## src/rtl/beam_pkg.sv

```systemverilog
// Shared helpers for the beam position counter.
// Assumes: callers pass positive counts.
package beam_pkg;

    // Bits needed to hold values 0 .. n-1 (at least one bit).
    function automatic int cnt_bits(input int n);
        return (n <= 2) ? 1 : $clog2(n);
    endfunction

endpackage

```

## src/rtl/beam_dot_divider.sv

```systemverilog
// Divides master cycles into dots. A dot lasts MCYC_DOT cycles, or
// MCYC_LONG cycles while long_dot is high.
// Assumes: long_dot changes only on the edge after dot_end (it is
// decoded from the position counters, which move only then).
module beam_dot_divider #(
    parameter int MCYC_DOT  = 4,
    parameter int MCYC_LONG = 6,
    localparam int PW = beam_pkg::cnt_bits(MCYC_LONG)
) (
    input  logic clk,
    input  logic rst_n,
    input  logic long_dot,
    output logic dot_end
);

    localparam logic [PW-1:0] LAST_NORM = PW'(MCYC_DOT - 1);
    localparam logic [PW-1:0] LAST_LONG = PW'(MCYC_LONG - 1);
    localparam logic [PW-1:0] NORM_LEN  = PW'(MCYC_DOT);
    localparam logic [PW-1:0] LONG_LEN  = PW'(MCYC_LONG);

    logic [PW-1:0] phase;
    logic [PW-1:0] phase_last;

    // Pick the final phase of the current dot from its kind.
    always_comb begin
        phase_last = long_dot ? LAST_LONG : LAST_NORM;
        dot_end    = (phase == phase_last);
    end

    // Master-cycle phase within the current dot.
    always_ff @(posedge clk) begin
        if (!rst_n)       phase <= '0;
        else if (dot_end) phase <= '0;
        else              phase <= phase + 1'b1;
    end


    norm_phase_chk: assert property (@(posedge clk) disable iff (!rst_n)
        !long_dot |-> phase < NORM_LEN)
        else $error("normal dot phase out of range");


    long_phase_chk: assert property (@(posedge clk) disable iff (!rst_n)
        phase < LONG_LEN)
        else $error("long dot phase out of range");

endmodule

```

## src/rtl/beam_raster_counter.sv

```systemverilog
// Counts dots into lines and lines into frames. It keeps the field
// flag and the interlace mode in force for the current frame, and
// decodes which dots are stretched.
// Assumes: dot_end pulses for one cycle at the last master cycle of
// each dot; LONG_DOT_A < LONG_DOT_B < DOTS_PER_LINE.
module beam_raster_counter #(
    parameter int DOTS_PER_LINE   = 340,
    parameter int LONG_DOT_A      = 323,
    parameter int LONG_DOT_B      = 327,
    parameter int LINES_PER_FIELD = 262,
    parameter int SHORT_LINE      = 240,
    localparam int HW = beam_pkg::cnt_bits(DOTS_PER_LINE),
    localparam int VW = beam_pkg::cnt_bits(LINES_PER_FIELD + 1)
) (
    input  logic          clk,
    input  logic          rst_n,
    input  logic          dot_end,
    input  logic          interlace_en,
    output logic [HW-1:0] hcnt,
    output logic [VW-1:0] vcnt,
    output logic          field,
    output logic          long_dot
);

    localparam logic [HW-1:0] H_LAST   = HW'(DOTS_PER_LINE - 1);
    localparam logic [HW-1:0] H_LONG_A = HW'(LONG_DOT_A);
    localparam logic [HW-1:0] H_LONG_B = HW'(LONG_DOT_B);
    localparam logic [VW-1:0] V_LAST   = VW'(LINES_PER_FIELD - 1);
    localparam logic [VW-1:0] V_EXTRA  = VW'(LINES_PER_FIELD);
    localparam logic [VW-1:0] V_SHORT  = VW'(SHORT_LINE);

    logic          ilace_cur;
    logic          short_line;
    logic [VW-1:0] v_final;
    logic          line_end;
    logic          frame_end;

    // Decode per-frame geometry from the frame mode and field.
    always_comb begin
        short_line = !ilace_cur && field && (vcnt == V_SHORT);
        v_final    = (ilace_cur && field) ? V_EXTRA : V_LAST;
        long_dot   = !short_line && ((hcnt == H_LONG_A) || (hcnt == H_LONG_B));
        line_end   = dot_end && (hcnt == H_LAST);
        frame_end  = line_end && (vcnt == v_final);
    end

    // Dot counter: wraps at the end of each line.
    always_ff @(posedge clk) begin
        if (!rst_n)        hcnt <= '0;
        else if (line_end) hcnt <= '0;
        else if (dot_end)  hcnt <= hcnt + 1'b1;
    end

    // Line counter: wraps at the end of each frame.
    always_ff @(posedge clk) begin
        if (!rst_n)         vcnt <= '0;
        else if (frame_end) vcnt <= '0;
        else if (line_end)  vcnt <= vcnt + 1'b1;
    end

    // Field flag and frame interlace mode: both update at frame start.
    always_ff @(posedge clk) begin
        if (!rst_n) begin
            field     <= 1'b0;
            ilace_cur <= 1'b0;
        end else if (frame_end) begin
            field     <= ~field;
            ilace_cur <= interlace_en;
        end
    end


    h_range_chk: assert property (@(posedge clk) disable iff (!rst_n)
        hcnt <= H_LAST)
        else $error("dot count past line end");


    v_step_chk: assert property (@(posedge clk) disable iff (!rst_n)
        !$stable(vcnt) |-> (hcnt == '0))
        else $error("line count moved away from dot 0");


    field_flip_chk: assert property (@(posedge clk) disable iff (!rst_n)
        !$stable(field) |-> (vcnt == '0 && hcnt == '0))
        else $error("field flag moved away from frame start");


    v_range_chk: assert property (@(posedge clk) disable iff (!rst_n)
        (!ilace_cur || !field) |-> (vcnt <= V_LAST))
        else $error("extra line outside odd interlaced frame");


    mode_hold_chk: assert property (@(posedge clk) disable iff (!rst_n)
        (vcnt != '0 || hcnt != '0) |-> $stable(ilace_cur))
        else $error("interlace mode changed in mid-frame");

endmodule

```

## src/rtl/beam_pos_latch.sv

```systemverilog
// Holding registers that capture the dot and line counts together
// on a strobe.
// Assumes: the counts come straight from registers.
module beam_pos_latch #(
    parameter int HW = 9,
    parameter int VW = 9
) (
    input  logic          clk,
    input  logic          rst_n,
    input  logic          stb,
    input  logic [HW-1:0] hcnt,
    input  logic [VW-1:0] vcnt,
    output logic [HW-1:0] hpos_q,
    output logic [VW-1:0] vpos_q
);

    // Capture both counts in the same edge.
    always_ff @(posedge clk) begin
        if (!rst_n) begin
            hpos_q <= '0;
            vpos_q <= '0;
        end else if (stb) begin
            hpos_q <= hcnt;
            vpos_q <= vcnt;
        end
    end


    latch_hold_chk: assert property (@(posedge clk) disable iff (!rst_n)
        !stb |=> ($stable(hpos_q) && $stable(vpos_q)))
        else $error("latched position changed without strobe");

endmodule

```

## src/rtl/beam_pos_counter.sv

```systemverilog
// Top level of the beam position counter. It joins the dot divider,
// the raster counter and the position latch, and decodes the
// blanking flags from the live position.
// Assumes: VBLANK_LINE and SHORT_LINE lie below LINES_PER_FIELD and
// HBLANK_START lies below DOTS_PER_LINE.
module beam_pos_counter #(
    parameter int MCYC_DOT        = 4,
    parameter int MCYC_LONG       = 6,
    parameter int DOTS_PER_LINE   = 340,
    parameter int LONG_DOT_A      = 323,
    parameter int LONG_DOT_B      = 327,
    parameter int LINES_PER_FIELD = 262,
    parameter int SHORT_LINE      = 240,
    parameter int VBLANK_LINE     = 240,
    parameter int HBLANK_START    = 274,
    localparam int HW = beam_pkg::cnt_bits(DOTS_PER_LINE),
    localparam int VW = beam_pkg::cnt_bits(LINES_PER_FIELD + 1)
) (
    input  logic          clk,
    input  logic          rst_n,
    input  logic          interlace_en,
    input  logic          latch_stb,
    output logic [HW-1:0] hpos_q,
    output logic [VW-1:0] vpos_q,
    output logic          vblank,
    output logic          hblank,
    output logic          field
);

    localparam logic [HW-1:0] H_BLANK = HW'(HBLANK_START);
    localparam logic [VW-1:0] V_BLANK = VW'(VBLANK_LINE);

    logic          dot_end;
    logic          long_dot;
    logic [HW-1:0] hcnt;
    logic [VW-1:0] vcnt;

    beam_dot_divider #(
        .MCYC_DOT  (MCYC_DOT),
        .MCYC_LONG (MCYC_LONG)
    ) u_div (
        .clk      (clk),
        .rst_n    (rst_n),
        .long_dot (long_dot),
        .dot_end  (dot_end)
    );

    beam_raster_counter #(
        .DOTS_PER_LINE   (DOTS_PER_LINE),
        .LONG_DOT_A      (LONG_DOT_A),
        .LONG_DOT_B      (LONG_DOT_B),
        .LINES_PER_FIELD (LINES_PER_FIELD),
        .SHORT_LINE      (SHORT_LINE)
    ) u_ras (
        .clk          (clk),
        .rst_n        (rst_n),
        .dot_end      (dot_end),
        .interlace_en (interlace_en),
        .hcnt         (hcnt),
        .vcnt         (vcnt),
        .field        (field),
        .long_dot     (long_dot)
    );

    beam_pos_latch #(
        .HW (HW),
        .VW (VW)
    ) u_lat (
        .clk    (clk),
        .rst_n  (rst_n),
        .stb    (latch_stb),
        .hcnt   (hcnt),
        .vcnt   (vcnt),
        .hpos_q (hpos_q),
        .vpos_q (vpos_q)
    );

    // Blanking flags decoded from the live position.
    always_comb begin
        vblank = (vcnt >= V_BLANK);
        hblank = (hcnt >= H_BLANK) || (hcnt == '0);
    end


    vblank_edge_chk: assert property (@(posedge clk) disable iff (!rst_n)
        $rose(vblank) |-> (vcnt == V_BLANK && hcnt == '0))
        else $error("vblank rose away from its first line");


    hblank_edge_chk: assert property (@(posedge clk) disable iff (!rst_n)
        $fell(hblank) |-> (hcnt == HW'(1)))
        else $error("hblank fell away from dot 1");

endmodule

```

## config.mk

```make
export PLATFORM = sky130hd
export DESIGN_NAME = beam_pos_counter
export DESIGN_NICKNAME = d
export VERILOG_FILES = /design/src/rtl/beam_pkg.sv /design/src/rtl/beam_dot_divider.sv /design/src/rtl/beam_raster_counter.sv /design/src/rtl/beam_pos_latch.sv /design/src/rtl/beam_pos_counter.sv
export SDC_FILE = /design/constraint.sdc
export NUM_CORES = 1
export LEC_CHECK = 0
export BUFFER_PORTS_ARGS = -buffer_cell sky130_fd_sc_hd__buf_2
export CAP_MARGIN = 10
export CORE_ASPECT_RATIO = 0.9
export CORE_MARGIN = 10
export CORE_UTILIZATION = 45
export CTS_CLUSTER_DIAMETER = 120
export DETAILED_ROUTE_END_ITERATION = 10
export PLACE_DENSITY = 0.67
export SLEW_MARGIN = 30
export SYNTH_ARGS = -nofsm -noshare
export SYNTH_HDL_FRONTEND = slang
export SYNTH_HIERARCHICAL = 1
export SYNTH_SLANG_ARGS = --single-unit
```

## constraint.sdc

```tcl
create_clock -name clk -period 3.12 [get_ports clk]
set_clock_uncertainty 0.05 [all_clocks]
set_input_delay 0.624 -clock clk [delete_from_list [all_inputs] [get_ports clk]]
set_output_delay 0.624 -clock clk [all_outputs]
set_load 0.02 [all_outputs]
```

# After elaboration in Yosys (flattened, before gate mapping)
# Index checks and enable logic that the tools add are counted.
dict set report totals {
  input_bits 4
  ff_bits 41
  elab_cells 36
  output_inout_bits 21
}
dict set report op_classes {
  bitwise_logic 2
  n_eq_ne 6
  mux 2
  reduce_logical 14
  n_lt_le_gt_ge 2
  add_sub_neg 3
}
# op count
set ops {}
lappend ops {{$eq 9x9->1 const B} 3}
lappend ops {{$add 9x1->9 const B} 2}
lappend ops {{$eq 9x8->1 const B} 1}
lappend ops {{$eq 9x9->1} 1}
lappend ops {{$ge 9x8->1 const B} 1}
lappend ops {{$ge 9x9->1 const B} 1}
lappend ops {{$logic_not 9->1} 1}
lappend ops {{$logic_and 1x1->1} 6}
lappend ops {{$reduce_or 2->1} 3}
lappend ops {{$add 3x1->3 const B} 1}
lappend ops {{$eq 3x3->1} 1}
lappend ops {{$mux 3} 1}
lappend ops {{$logic_not 1->1} 2}
lappend ops {{$logic_or 1x1->1} 2}
lappend ops {{$mux 2} 1}
lappend ops {{$not 1->1} 2}

# Longest topological paths before layout
# Gate-level depths: netlist of run 1.
dict set report logic_depth {
  word_depth 10
  depth_mapped 12
}

# Hierarchy
# The synthesis of run 1 kept the hierarchy.
# mod area_each_um2 cells_each n_inst
set modules_own_cells {}
lappend modules_own_cells {beam_raster_counter 999.7 116 1}
lappend modules_own_cells {beam_pos_latch 688.2 57 1}
lappend modules_own_cells {beam_dot_divider 140.1 12 1}
lappend modules_own_cells {beam_pos_counter 53.8 7 1}

# Worst setup path after synthesis of run 1
# No wires, ideal clock.
dict set report synth_timing {
  path_kind {reg2reg}
  start {register u_ras.hcnt[7]}
  end {register u_ras.vcnt[6]}
  path_stages_with_launch 12
  path_slack_ns -0.035
  required_time_ns 3.000
  arrival_time_ns 3.035
  setup_time_ns 0.070
  period_less_slack_ns 3.155
  path_cell_list {dfxtp_1 or4b_1 buf_2 nor4_1 and4b_1 or2_1 clkbuf_1 nand3b_1 or3_1 buf_6 or4_1 a21oi_1}
}
dict set report synth_via {
  elab_chain_len 8
}
# element line
set synth_rtl {}
lappend synth_rtl {{start, declared} beam_raster_counter.sv:19} ;# output logic [HW-1:0] hcnt,
lappend synth_rtl {{start signal, assigned} beam_raster_counter.sv:51} ;# else if (dot_end) hcnt <= hcnt + 1'b1;
lappend synth_rtl {{$eq 9x9->1} beam_raster_counter.sv:42} ;# long_dot = !short_line && ((hcnt == H_LONG_A) || (hcnt == H_LONG_B));
lappend synth_rtl {{$logic_or 1x1->1 *} beam_raster_counter.sv:42}
lappend synth_rtl {{$logic_and 1x1->1 *} beam_raster_counter.sv:42}
lappend synth_rtl {{net long_dot} beam_pos_counter.sv:34} ;# logic long_dot;
lappend synth_rtl {{$mux 3 *} beam_dot_divider.sv:26} ;# phase_last = long_dot ? LAST_LONG : LAST_NORM;
lappend synth_rtl {{$eq 3x3->1 *} beam_dot_divider.sv:27} ;# dot_end = (phase == phase_last);
lappend synth_rtl {{net dot_end} beam_pos_counter.sv:33} ;# logic dot_end;
lappend synth_rtl {{$logic_and 1x1->1 *} beam_raster_counter.sv:43} ;# line_end = dot_end && (hcnt == H_LAST);
lappend synth_rtl {{$logic_and 1x1->1} beam_raster_counter.sv:44} ;# frame_end = line_end && (vcnt == v_final);
lappend synth_rtl {{$reduce_or 2->1 (no line)} n/a}
lappend synth_rtl {{end signal, assigned} beam_raster_counter.sv:58} ;# else if (line_end) vcnt <= vcnt + 1'b1;
lappend synth_rtl {{end, declared} beam_raster_counter.sv:20} ;# output logic [VW-1:0] vcnt,
# The timed path passes the listed nets; every way through them passes the cells marked *.
# A chain may end at the register's enable or synchronous reset.

# Final worst setup path of run 1
dict set report layout_timing {
  start {register u_ras.hcnt[7]}
  end {register u_ras.vcnt[7]}
}
# Same word-level chain as after synthesis.

==> results of run 1 <==
==> worst max-delay path by stage <==
stage | cells past startpoint | end
final | 9 | u_ras/vcnt[7]$_SDFFE_PP0P_
after global routing | 10 | u_ras/vcnt[7]$_SDFFE_PP0P_
after CTS | 9 | u_ras/vcnt[3]$_SDFFE_PP0P_
after detailed placement | 9 | u_ras/vcnt[4]$_SDFFE_PP0P_
after global placement | 9 | u_ras/vcnt[2]$_SDFFE_PP0P_
after floorplan | 11 | u_ras/vcnt[6]$_SDFFE_PP0P_
==> cells by family (layout without fill, tap and decap cells) <==
group                    count (synthesis)  in the layout
AO/OA/AOI/OAI                           13             13
XOR/XNOR                                14             14
adder cells (fa/ha/maj)                  4              4
buffers and inverters                   10             48
flip-flops                              41             41
multiplexers                            21             21
AND/OR/NAND/NOR                         89             89
==> sequential cells by signal, summed over array words and instances (netlist names) <==
name,flops
u_div/phase,3
u_lat/hpos_q,9
u_lat/vpos_q,9
u_ras/field,1
u_ras/hcnt,9
u_ras/ilace_cur,1
u_ras/vcnt,9
==> routing by layer <==
metal | up-vias | GRT usage | part of all wire
li1 | 758 | - | -
met1 | 658 | 0.154 | 0.53
met3 | 2 | 0.0370 | 0.048
met5 | - | 0 | 0
met2 | 24 | 0.154 | 0.42
met4 | 0 | 0.0470 | 0.0041
==> critical path: stages, from the launching register on <==
cell	delay, ns
sky130_fd_sc_hd__dfxtp_1	0.36
sky130_fd_sc_hd__or4b_1	0.55
sky130_fd_sc_hd__nor4_1	0.22
sky130_fd_sc_hd__and4b_1	0.30
sky130_fd_sc_hd__or2_1	0.15
sky130_fd_sc_hd__nand3b_1	0.10
sky130_fd_sc_hd__buf_4	0.17
sky130_fd_sc_hd__or4_1	0.47
sky130_fd_sc_hd__or3_1	0.31
sky130_fd_sc_hd__a21oi_1	0.14
==> power by group through the flow <==
stage	Combinational [mW]	Sequential, mW	Clock (mW)
after floorplan	0.0349	0.543	0
after global placement	0.0459	0.543	0
after detailed placement	0.0454	0.543	0
after CTS	0.0457	0.531	0.389
after global routing	0.0488	0.531	0.412
final	0.0452	0.531	0.375
==> repair_timing <==
| action | CTS | global route |
|---|---|---|
| buffers inserted | 0 | 0 |
| gates resized for setup | 0 | 2 |
| endpoints found under the setup margin | 0 | 8 |
| hold buffers | 0 | 0 |
| hold endpoints to repair | 0 | 0 |
==> stage by stage <==
step | area (µm²) | utilization | hold WS [ns]
floorplan | 1880 | - | 0.377
global placement | 2100 | 0.518 | 0.402
detailed placement | 2100 | 0.518 | 0.415
CTS | 2200 | 0.543 | 0.432
global route | 2210 | 0.546 | 0.449
finish | 2210 | 0.546 | 0.437
==> area by class of cell <==
class | instances | area, µm² | area share
inverter | 4 | 15.0 | 0.00680
multi-input combinational | 141 | 1000 | 0.454
clock buffer | 7 | 96.3 | 0.0436
clock inverter | 1 | 5.00 | 0.00227
tap | 48 | 60.1 | 0.0272
timing repair buffer | 36 | 210 | 0.0951
sequential | 41 | 821 | 0.371
==> placed cells by master (no fill, tap or decap), drive strengths merged, types with 4 or more instances in the layout <==
| cell | instances |
|---|---|
| nand4 | 7 |
| dfxtp | 41 |
| ha | 4 |
| nor4 | 5 |
| buf | 36 |
| nor2 | 17 |
| mux2i | 21 |
| nor3 | 9 |
| nor2b | 19 |
| nand2 | 14 |
| xnor2 | 11 |
| clkbuf | 7 |
| a21oi | 6 |
| inv | 4 |
==> results.md, run 1 <==
Detailed routing:
- The routed via count divided by cell count is 5.19.
- The final wirelength is 3920 µm.
- Summing over every cut layer, the via total after detailed routing is 1442.
- The DRC violation count after routing is 0.
- The number of violations reported at the end of detailed-routing iteration 0 is 70.
- After detailed routing, the average wire length per cell comes to 14.1 µm.
- The first-pass iteration count of the detailed router is 4.
- The detail route stage leaves a number of antenna-violating nets equal to 0.

Logic synthesis:
- For this run, the register share of the synthesized area comes to 0.436.
- Among all flip-flop cells after synthesis, the most frequent one is sky130_fd_sc_hd__dfxtp_1.
- In the synthesized netlist, the number of instances is 192.
- The Yosys step of the flow raised 6 warnings.
- In the synthesized netlist, the cells that appear most often are sky130_fd_sc_hd__dfxtp_1, sky130_fd_sc_hd__mux2i_1, sky130_fd_sc_hd__nor2b_1, sky130_fd_sc_hd__nor2_1, sky130_fd_sc_hd__nand2_1.
- The simple-gate share of the synthesized area is 0.272.
- Yosys instantiated no cell more often than sky130_fd_sc_hd__dfxtp_1.
- Counting flops with a built-in enable in the synthesized netlist gives 0.
- The share of synthesized cell area in full adder, half adder and majority cells is 0.0266.
- Ranked by total cell area, the synthesized netlist is headed by sky130_fd_sc_hd__dfxtp_1, sky130_fd_sc_hd__mux2i_1, sky130_fd_sc_hd__nor2b_1, sky130_fd_sc_hd__xnor2_1, sky130_fd_sc_hd__nor2_1.
- The share of synthesized area in the top cell type comes to 0.436.
- The cell accounting for the most synthesized area is sky130_fd_sc_hd__dfxtp_1.
- After synthesis, the largest family of logic cells by area is simple AND/OR/NAND/NOR gates.
- The cell area after synthesis is 1880 µm².
- The compound-gate portion of the synthesized area is 0.0512.
- For this run, asynchronously set or reset flops after synthesis account for 0.
- The number of nets in the synthesized netlist is 200.
- The synthesized netlist contains 36 unique library cells.
- The multiplexer share of the synthesized area is 0.112.
- Counting flops and latches in the post-synthesis netlist gives 41.
- The XOR/XNOR share of the synthesized area is 0.0652.
- The synthesized area divided by synthesized cell count is 9.80 µm².

Power and ir drop:
- The relative contribution of the clock network to total power is 0.395.
- Of the total power, registers draw 0.558.
- VDD sags by at most 0.000303 V.
- The static leakage is 0.870 nW.
- Of the total power, the share spent switching nets is 0.214.
- The fraction of power consumed by combinational cells is 0.047.
- The net switching power is 0.204 mW.
- The cell-internal power is 0.748 mW.
- In this run the power density over the cells is 431 nW/µm².
- The completed layout was analyzed and its total power is 0.952 mW.

Critical path:
- The number of cell instances on the worst register-to-register path is 9.
- The sort of element at the start of the critical path is a register.
- In this run the worst path has a maximum fanout of 6.
- The worst reg2reg path endpoint is u_ras/vcnt[7]$_SDFFE_PP0P_.
- The beginning of the critical path is u_ras/hcnt[7]$_SDFFE_PP0P_.
- Across all register-to-register paths, the minimum setup slack is 0.24 ns.
- The arrival time at the worst endpoint is 3.05 ns.
- The element type at the critical path end is a register.
- The critical path is of the register to register type.
- The startpoint of the worst register-to-register path is u_ras/hcnt[7]$_SDFFE_PP0P_.
- The data required time of the worst path is 3.29 ns.

Layout:
- The final layout contains 237 nets.
- Fill cells in the final layout number 387.
- The final cell count without fillers is 278.
- In the final layout, the share of cells above drive strength 1 is 0.217.
- The number of antenna diodes in the final layout is 0.
- The signed area change from the synthesized netlist to the final layout is 17.4%.

CTS:
- For this design, the sink count on the clock tree is 41.
- Counting along the longest clock path gives a buffer depth of 2.
- Counting the buffers created by CTS gives 5.
- The cell sitting at the root of the clock tree is a sky130_fd_sc_hd__clkbuf_8.
- The later pin in the worst-skew pair is clocked with a latency of 0.29 ns.
- After clock tree synthesis, the clock-pin slew on the worst setup and hold paths is 0.08 ns.
- TritonCTS built the clock tree.
- The number of H-tree branching levels is 2.

Global routing:
- The number of global-route vias before repair is 1297.
- The number of antenna violations at the first check in global routing came to 0.
- The first global-routing pass estimated 6390 µm of wire.
- After global routing the overflow that remains totals 0.
- Entering global routing, the biggest net connects 28 pins.
- Across every metal layer, demand over resource in global routing totals 0.111.

Place:
- Once placement completed, the tool counted placed cells totaling 270.
- Routability-driven placement finished with a final weighted congestion of 0.854.
- The port buffer count is 24.
- The setup slack after placement is 0.207 ns.
- The HPWL after detailed placement is 2750 µm.

Run status:
- The run finished with clean final reports.

Timing:
- Across all setup checks in the final design, the least slack found is 0.240 ns.
- The final setup violation count is 0.
- The final-report hold violation count is 0.
- The sum of negative setup slack is 0 ns.
- The worst slew margin relative to its limit is 0.613.
- The total count of max-transition violations in the final report is 0.
- Setup repair after global routing left no endpoint under its margin.
- The transition time of the tightest slew-check pin is 0.580 ns.
- The post-layout minimum cycle time is 2.88 ns.
- The fraction of the cycle the final worst path needs is 0.923.
- Timing would allow up to 347 MHz.

Floorplanning:
- After floorplanning, the core was sized to cover 4050 µm².
- From bottom edge to top edge, the die measures 81.4 µm.
- The die covers 7170 µm².
- Pin placement for this block handled 25 I/O pins.
- For this configuration, the core starts out at a cell density of 0.465.
- The total number of placement rows is 22.
- The die extent in x is 88.2 µm.

Worst hold path:
- The destination of the worst hold path is u_div/phase[0]$_SDFF_PP0_.
- The startpoint identified for the worst hold timing path is u_div/phase[0]$_SDFF_PP0_.
- The class of the worst hold path is register to register.
- Along the worst hold path, the cell count comes to 1.

Job:
- The max-capacitance violation count is 0.
(Power assumes the default switching activity.)
==> run 2, diff against run 1 <==
- CELL_PAD_IN_SITES_DETAIL_PLACEMENT: not set -> 1
- CELL_PAD_IN_SITES_GLOBAL_PLACEMENT: not set -> 2
- CORE_UTILIZATION: 45 -> 32
- PLACE_DENSITY: 0.67 -> not set
- PLACE_DENSITY_LB_ADDON: not set -> 0.1
==> results.md, run 2 (synthesis results as in run 1) <==
Layout:
- After the last flow step, the layout net total stands at 244.
- The area growth from synthesis to layout is 21.7%.
- 0 antenna diodes ended up in the layout.
- The share of final-layout standard cells stronger than drive strength 1 is 0.241.
- In the layout the commonest cells are sky130_fd_sc_hd__dfxtp_1, sky130_fd_sc_hd__buf_2, sky130_fd_sc_hd__mux2i_1, sky130_fd_sc_hd__nor2b_1, sky130_fd_sc_hd__buf_4.
- The library cell used most frequently in the layout, excluding fill and tap cells, is sky130_fd_sc_hd__dfxtp_1.
- The final design area excluding fillers is 2290 µm².

Floorplanning:
- The die is 101 µm wide.
- The die footprint is 9350 µm².
- From bottom edge to top edge, the die measures 92.8 µm.
- The starting density of the core is 0.331.
- 25 I/O pins were placed.
- The total number of placement rows is 26.
- The core region is 5690 µm².

Job:
- The tool flagged a number of max-cap violations equal to 0.

Critical path:
- The sort of element at the start of the critical path is a register.
- The worst setup path is captured at a register.
- The delay of the slowest cell on the worst path is 0.60 ns.
- At the worst endpoint, the required time is 3.28 ns.
- The kind of cell adding the most delay to the critical path is simple AND/OR/NAND/NOR gates.
- The count of buffer and inverter cells on the critical path is 0.
- At the worst endpoint, the arrival time is 3.10 ns.
- The signal on the critical path passes through or4b_1 -> nor4_2 -> and4b_1 -> or2_1 -> nand3b_1 -> or4_1 -> or3_1 -> a21oi_1.
- By startpoint and endpoint, the worst setup path is classified as register to register.
- The slowest stage of the critical path belongs to the cell sky130_fd_sc_hd__or4b_1.
- The highest net fanout along the worst path is 5.

Timing:
- In the final timing run, aggregate negative setup slack is 0 ns.
- Setup repair after global routing left no endpoint under its margin.
- At the pin with the least slew margin, the transition time is 0.586 ns.
- The worst slew margin relative to its limit is 0.609.
- The total count of max-transition violations in the final report is 0.
- Subtracting the final worst setup slack from the clock period gives 2.94 ns.
- The fraction of the cycle the final worst path needs is 0.943.
- The final-report hold violation count came to 0.
- On the final layout, the worst hold slack is 0.442 ns.
- The maximum clock frequency is 340 MHz.
- Setup violations remaining at the end of the flow were counted as 0.

Power and ir drop:
- Of the total power, combinational logic draws 0.055.
- Cell internal power was estimated by the tool at 0.706 mW.
- The power density over the cells is 399 nW/µm².
- The relative contribution of the clock network to total power is 0.364.
- The share of total power dissipated in sequential elements is 0.581.
- The switching share of total power is 0.229.
- For this design the static power due to leakage is 0.903 nW.
- The net switching power is 0.209 mW.
- Across the VDD grid, the largest voltage drop is 0.000196 V.

Global routing:
- The overall routing resource usage is 0.107.
- Entering global routing, the biggest net connects 28 pins.
- The first-pass GRT wire length is 8140 µm.
- The number of antenna violations at the first check in global routing came to 0.
- After global routing the overflow that remains totals 0.
- The number of global-route vias before repair is 1585.

CTS:
- The master cell of the clock root buffer is sky130_fd_sc_hd__clkbuf_8.
- The total number of clock tree sinks is 41.
- The number of hold-repair buffers added at the cts stage is 0.
- The number of buffers added by the clock tree synthesis step is 5.
- In this run the post-CTS setup repair buffer count came out at 0.
- TritonCTS built the clock tree.
- Clock-pin slew was measured on the worst setup and hold paths at 0.08 ns.
- The post-cts gate resize count is 0.
- The number of H-tree branching levels is 2.
- The maximum count of clock buffers along a single path is 2.
- The clock latency at the later pin of the worst-skew pair is 0.28 ns.

Worst hold path:
- The class of the worst hold path is register to register.

Detailed routing:
- Summing over every cut layer, the via total after detailed routing is 1524.
- The wire length per cell after detailed routing is 16.5 µm.
- For this run, design rule violations remaining after detail routing come to 0.
- The first detailed-routing pass ran for 4 iterations.
- The final layout contains routed wiring with a total length of 5070 µm.
- In the routed layout, each cell is associated on average with a via count of 4.96.
- Once detail routing completed, the nets flagged for antenna violations numbered 0.
- The number of violations reported at the end of detailed-routing iteration 0 is 61.

Place:
- After detailed placement, the total cell area comes to 2190 µm².
- The final RePlAce weighted congestion is 0.789.
- The wire-length estimate of the detail-placed layout is 3760 µm.
- Buffers placed on the I/O ports in this run total 24.

Run status:
- The run finished with clean final reports.
-- run 2: cell count changes in the layout (fill, tap and decap cells not counted), sizes merged --
cell	previous run	this run
clkinv	1	2
clkbuf	7	6
buf	36	43
-- run 2: area by class of cell --
cell class,instances,area [µm²]
fill,671,3400
multi-input combinational,141,1010
sequential,41,821
timing repair buffer,43,275
tap,70,87.6
clock buffer,6,72.6
inverter,4,15.0
clock inverter,2,10.0
-- run 2: routing by layer --
layer / vias up / routed length, µm / global-route usage
li1: 764 / - / -
met1: 732 / 2480 / 0.142
met2: 26 / 2290 / 0.163
met3: 2 / 271 / 0.0334
met4: 0 / 27 / 0.0271
met5: - / 0 / 0
-- run 2: metrics by stage --
| step | utilization | power, mW | instances | setup WS (ns) |
|---|---|---|---|---|
| 2_1_floorplan | - | 0.578 | 192 | 0.0603 |
| 3_3_place_gp | 0.385 | 0.592 | 299 | 0.235 |
| 3_5_place_dp | 0.385 | 0.595 | 299 | 0.0678 |
| 4_1_cts | 0.399 | 0.930 | 307 | 0.0405 |
| 5_1_grt | 0.402 | 0.967 | 307 | 0.0127 |
| 6_report | 0.402 | 0.915 | 307 | 0.178 |
-- run 2: final timing paths --
path | startpoint | to | slack (ns) | cells after the start
worst max-delay path | u_ras/hcnt[7]$_SDFFE_PP0P_ | u_ras/vcnt[7]$_SDFFE_PP0P_ | 0.18 | 8
worst min-delay path | u_div/phase[0]$_SDFF_PP0_ | u_div/phase[0]$_SDFF_PP0_ | 0.44 | 1
worst max register to register | u_ras/hcnt[7]$_SDFFE_PP0P_ | u_ras/vcnt[7]$_SDFFE_PP0P_ | 0.18 | 8
worst min register to register | u_div/phase[0]$_SDFF_PP0_ | u_div/phase[0]$_SDFF_PP0_ | 0.44 | 1
-- run 2: power by group through the flow --
stage / combinational (mW) / sequential, mW / clock (mW)
2_1_floorplan: 0.0349 / 0.543 / 0
3_3_place_gp: 0.0490 / 0.543 / 0
3_5_place_dp: 0.0511 / 0.543 / 0
4_1_cts: 0.0511 / 0.531 / 0.348
5_1_grt: 0.0548 / 0.532 / 0.380
6_report: 0.0500 / 0.531 / 0.333
-- run 2: worst reg2reg max path, cell delays in order (launching register included) --
cell and delay, ns:
sky130_fd_sc_hd__dfxtp_1 0.36, sky130_fd_sc_hd__or4b_1 0.60, sky130_fd_sc_hd__nor4_2 0.20, sky130_fd_sc_hd__and4b_1 0.29, sky130_fd_sc_hd__or2_1 0.15, sky130_fd_sc_hd__nand3b_1 0.15, sky130_fd_sc_hd__or4_1 0.57, sky130_fd_sc_hd__or3_1 0.34
sky130_fd_sc_hd__a21oi_1 0.16
==> run 3, diff against run 2 <==
- CORE_UTILIZATION: 32 -> 38
- clock period: 3.12 -> 3.8 ns (I/O delays scaled with it)
==> results.md, run 3 (synthesis results as in run 1) <==
Timing:
- In the final timing run, aggregate negative setup slack is 0 ns.
- The transition time of the tightest slew-check pin is 0.532 ns.
- Static timing analysis puts the maximum clock frequency at 286 MHz.
- The fraction of the cycle the final worst path needs is 0.919.
- Setup repair after global routing left no endpoint under its margin.
- The smallest setup slack after layout is 0.307 ns.
- The worst slack on hold paths is 0.437 ns.
- Setup violations remaining at the end of the flow were counted as 0.
- Measured against its own limit, the worst slew margin works out to 0.645.
- The total count of max-transition violations in the final report was 0.
- The final-report hold violation count is 0.
- The post-layout minimum cycle time is 3.49 ns.

Place:
- The port buffer count is 24.
- Detailed placement finished with a half-perimeter wire length of 3300 µm.
- Routability-driven placement finished with a final weighted congestion of 0.752.
- The area after detailed placement is 2040 µm².
- Before CTS, the worst setup slack after placement is 0.335 ns.

Layout:
- For this run, the post-layout net count is 226.
- The final design area excluding fillers is 2150 µm².
- The library cells used most frequently in the layout, excluding fill and tap cells, are sky130_fd_sc_hd__dfxtp_1, sky130_fd_sc_hd__buf_2, sky130_fd_sc_hd__mux2i_1, sky130_fd_sc_hd__nor2b_1, sky130_fd_sc_hd__nor2_1.
- Of the cells placed in the final design, the portion with a size suffix greater than 1 is 0.164.
- The commonest non-fill, non-tap cell in the layout is sky130_fd_sc_hd__dfxtp_1.
- The signed area change from the synthesized netlist to the final layout is 14.4%.
- The number of antenna diodes in the final layout is 0.

Power and ir drop:
- The switching share of total power is 0.199.
- Internal power comes to 0.662 mW.
- Across the VDD grid, the largest voltage drop is 0.000171 V.
- The sequential share of power is 0.528.
- The net switching power is 0.164 mW.
- In this run the static leakage power is 0.816 nW.
- The fraction of power consumed by combinational cells is 0.041.
- The overall power of the completed layout is 0.827 mW.
- The relative contribution of the clock network to total power is 0.430.
- The power density over the cells is 384 nW/µm².

Worst hold path:
- The tightest min-delay check is of the register to register type.

Detailed routing:
- The final wirelength is 4390 µm.
- Once detail routing completed, the nets flagged for antenna violations numbered 0.
- The routed via count divided by cell count is 5.08.
- For this run, the detailed router's first-pass iteration total came to 4.
- In the routed design, unresolved DRC markers number 0.
- The via count of the routed design is 1444.
- The first routing iteration left 48 violations.
- Dividing the detail-routed wire length by the instance count gives 15.4 µm.

Floorplanning:
- The placeable core region is 4800 µm².
- The die extent in x is 94.2 µm.
- The floorplan has 24 rows.
- The die footprint is 8170 µm².
- The die height is 86.8 µm.
- 25 I/O pins were placed.
- The starting density of the core is 0.392.

Global routing:
- The number of global-route vias before repair is 1525.
- The first-pass GRT wire length is 7420 µm.
- The largest net degree at the start of global routing is 28.
- The number of antenna violations at the first check in global routing is 0.
- The overall routing resource usage is 0.115.
- The global-route congestion overflow total is 0.

CTS:
- Buffers added to address setup during post-CTS repair amount to 0.
- The root buffer cell chosen for the clock tree is sky130_fd_sc_hd__clkbuf_8.
- The total number of clock tree sinks is 41.
- The later pin in the worst-skew pair is clocked with a latency of 0.29 ns.
- After clock tree synthesis, the repair step resized 0 gates.
- The maximum count of clock buffers along a single path is 2.
- The CTS tree is yes.
- The number of H-tree branching levels is 2.
- The clock slew seen by the registers of the worst setup and hold paths is 0.07 ns.
- The number of hold-repair buffers added at the cts stage is 0.
- Counting the buffers created by CTS gives 5.

Critical path:
- STA classifies the critical path startpoint as a register.
- The highest net fanout along the worst path is 8.
- The worst setup path is captured at a register.
- By startpoint and endpoint, the worst setup path is classified as register to register.
- For the worst setup path, the data required time is 3.96 ns.
- The arrival time at the worst endpoint is 3.66 ns.

Run status:
- The run finished with clean final reports.

Job:
- The max-capacitance violation count is 0.
run 3: per-layer routing:
layer	up-vias	track usage	part of all wire
met5	-	0	0
met4	0	0.0372	0.0098
met3	5	0.0545	0.058
met2	26	0.183	0.46
met1	687	0.134	0.47
li1	726	-	-
run 3: cell type report:
class | instances | area, µm²
clock buffer | 7 | 86.3
clock inverter | 1 | 30.0
fill | 572 | 2650
inverter | 4 | 15.0
multi-input combinational | 141 | 991
sequential | 41 | 821
tap | 65 | 81.3
timing repair buffer | 25 | 128
run 3: final timing paths:
check                                           startpoint                      endpoint  slack (ns)  depth (start not counted)
worst max register to register  u_ras/hcnt[3]$_SDFFE_PP0P_  u_ras/ilace_cur$_SDFFE_PN0P_        0.31                          8
worst min-delay path             u_div/phase[0]$_SDFF_PP0_     u_div/phase[0]$_SDFF_PP0_        0.44                          1
worst max-delay path            u_ras/hcnt[3]$_SDFFE_PP0P_  u_ras/ilace_cur$_SDFFE_PN0P_        0.31                          8
worst min register to register   u_div/phase[0]$_SDFF_PP0_     u_div/phase[0]$_SDFF_PP0_        0.44                          1
run 3: metrics by stage:
step / utilization / cells
3_3_place_gp: 0.424 / 276
6_report: 0.448 / 284
5_1_grt: 0.448 / 284
4_1_cts: 0.448 / 284
3_5_place_dp: 0.424 / 276
2_1_floorplan: - / 192
run 3: worst max-delay path, stage by stage (launching register included):
cell and delay (ns):
sky130_fd_sc_hd__dfxtp_1 0.37, sky130_fd_sc_hd__or4b_1 0.67, sky130_fd_sc_hd__nor4_1 0.29, sky130_fd_sc_hd__and4b_1 0.31
sky130_fd_sc_hd__or2_1 0.29, sky130_fd_sc_hd__nand3b_1 0.24, sky130_fd_sc_hd__or3_1 0.52, sky130_fd_sc_hd__nor3_1 0.42
sky130_fd_sc_hd__mux2i_1 0.25
run 3: power by group through the flow:
stage          clock network (mW)  logic, mW  registers [mW]
6_report                    0.356     0.0340           0.437
5_1_grt                     0.395     0.0384           0.437
4_1_cts                     0.370     0.0349           0.437
3_5_place_dp                    0     0.0347           0.447
3_3_place_gp                    0     0.0340           0.446
2_1_floorplan                   0     0.0285           0.446
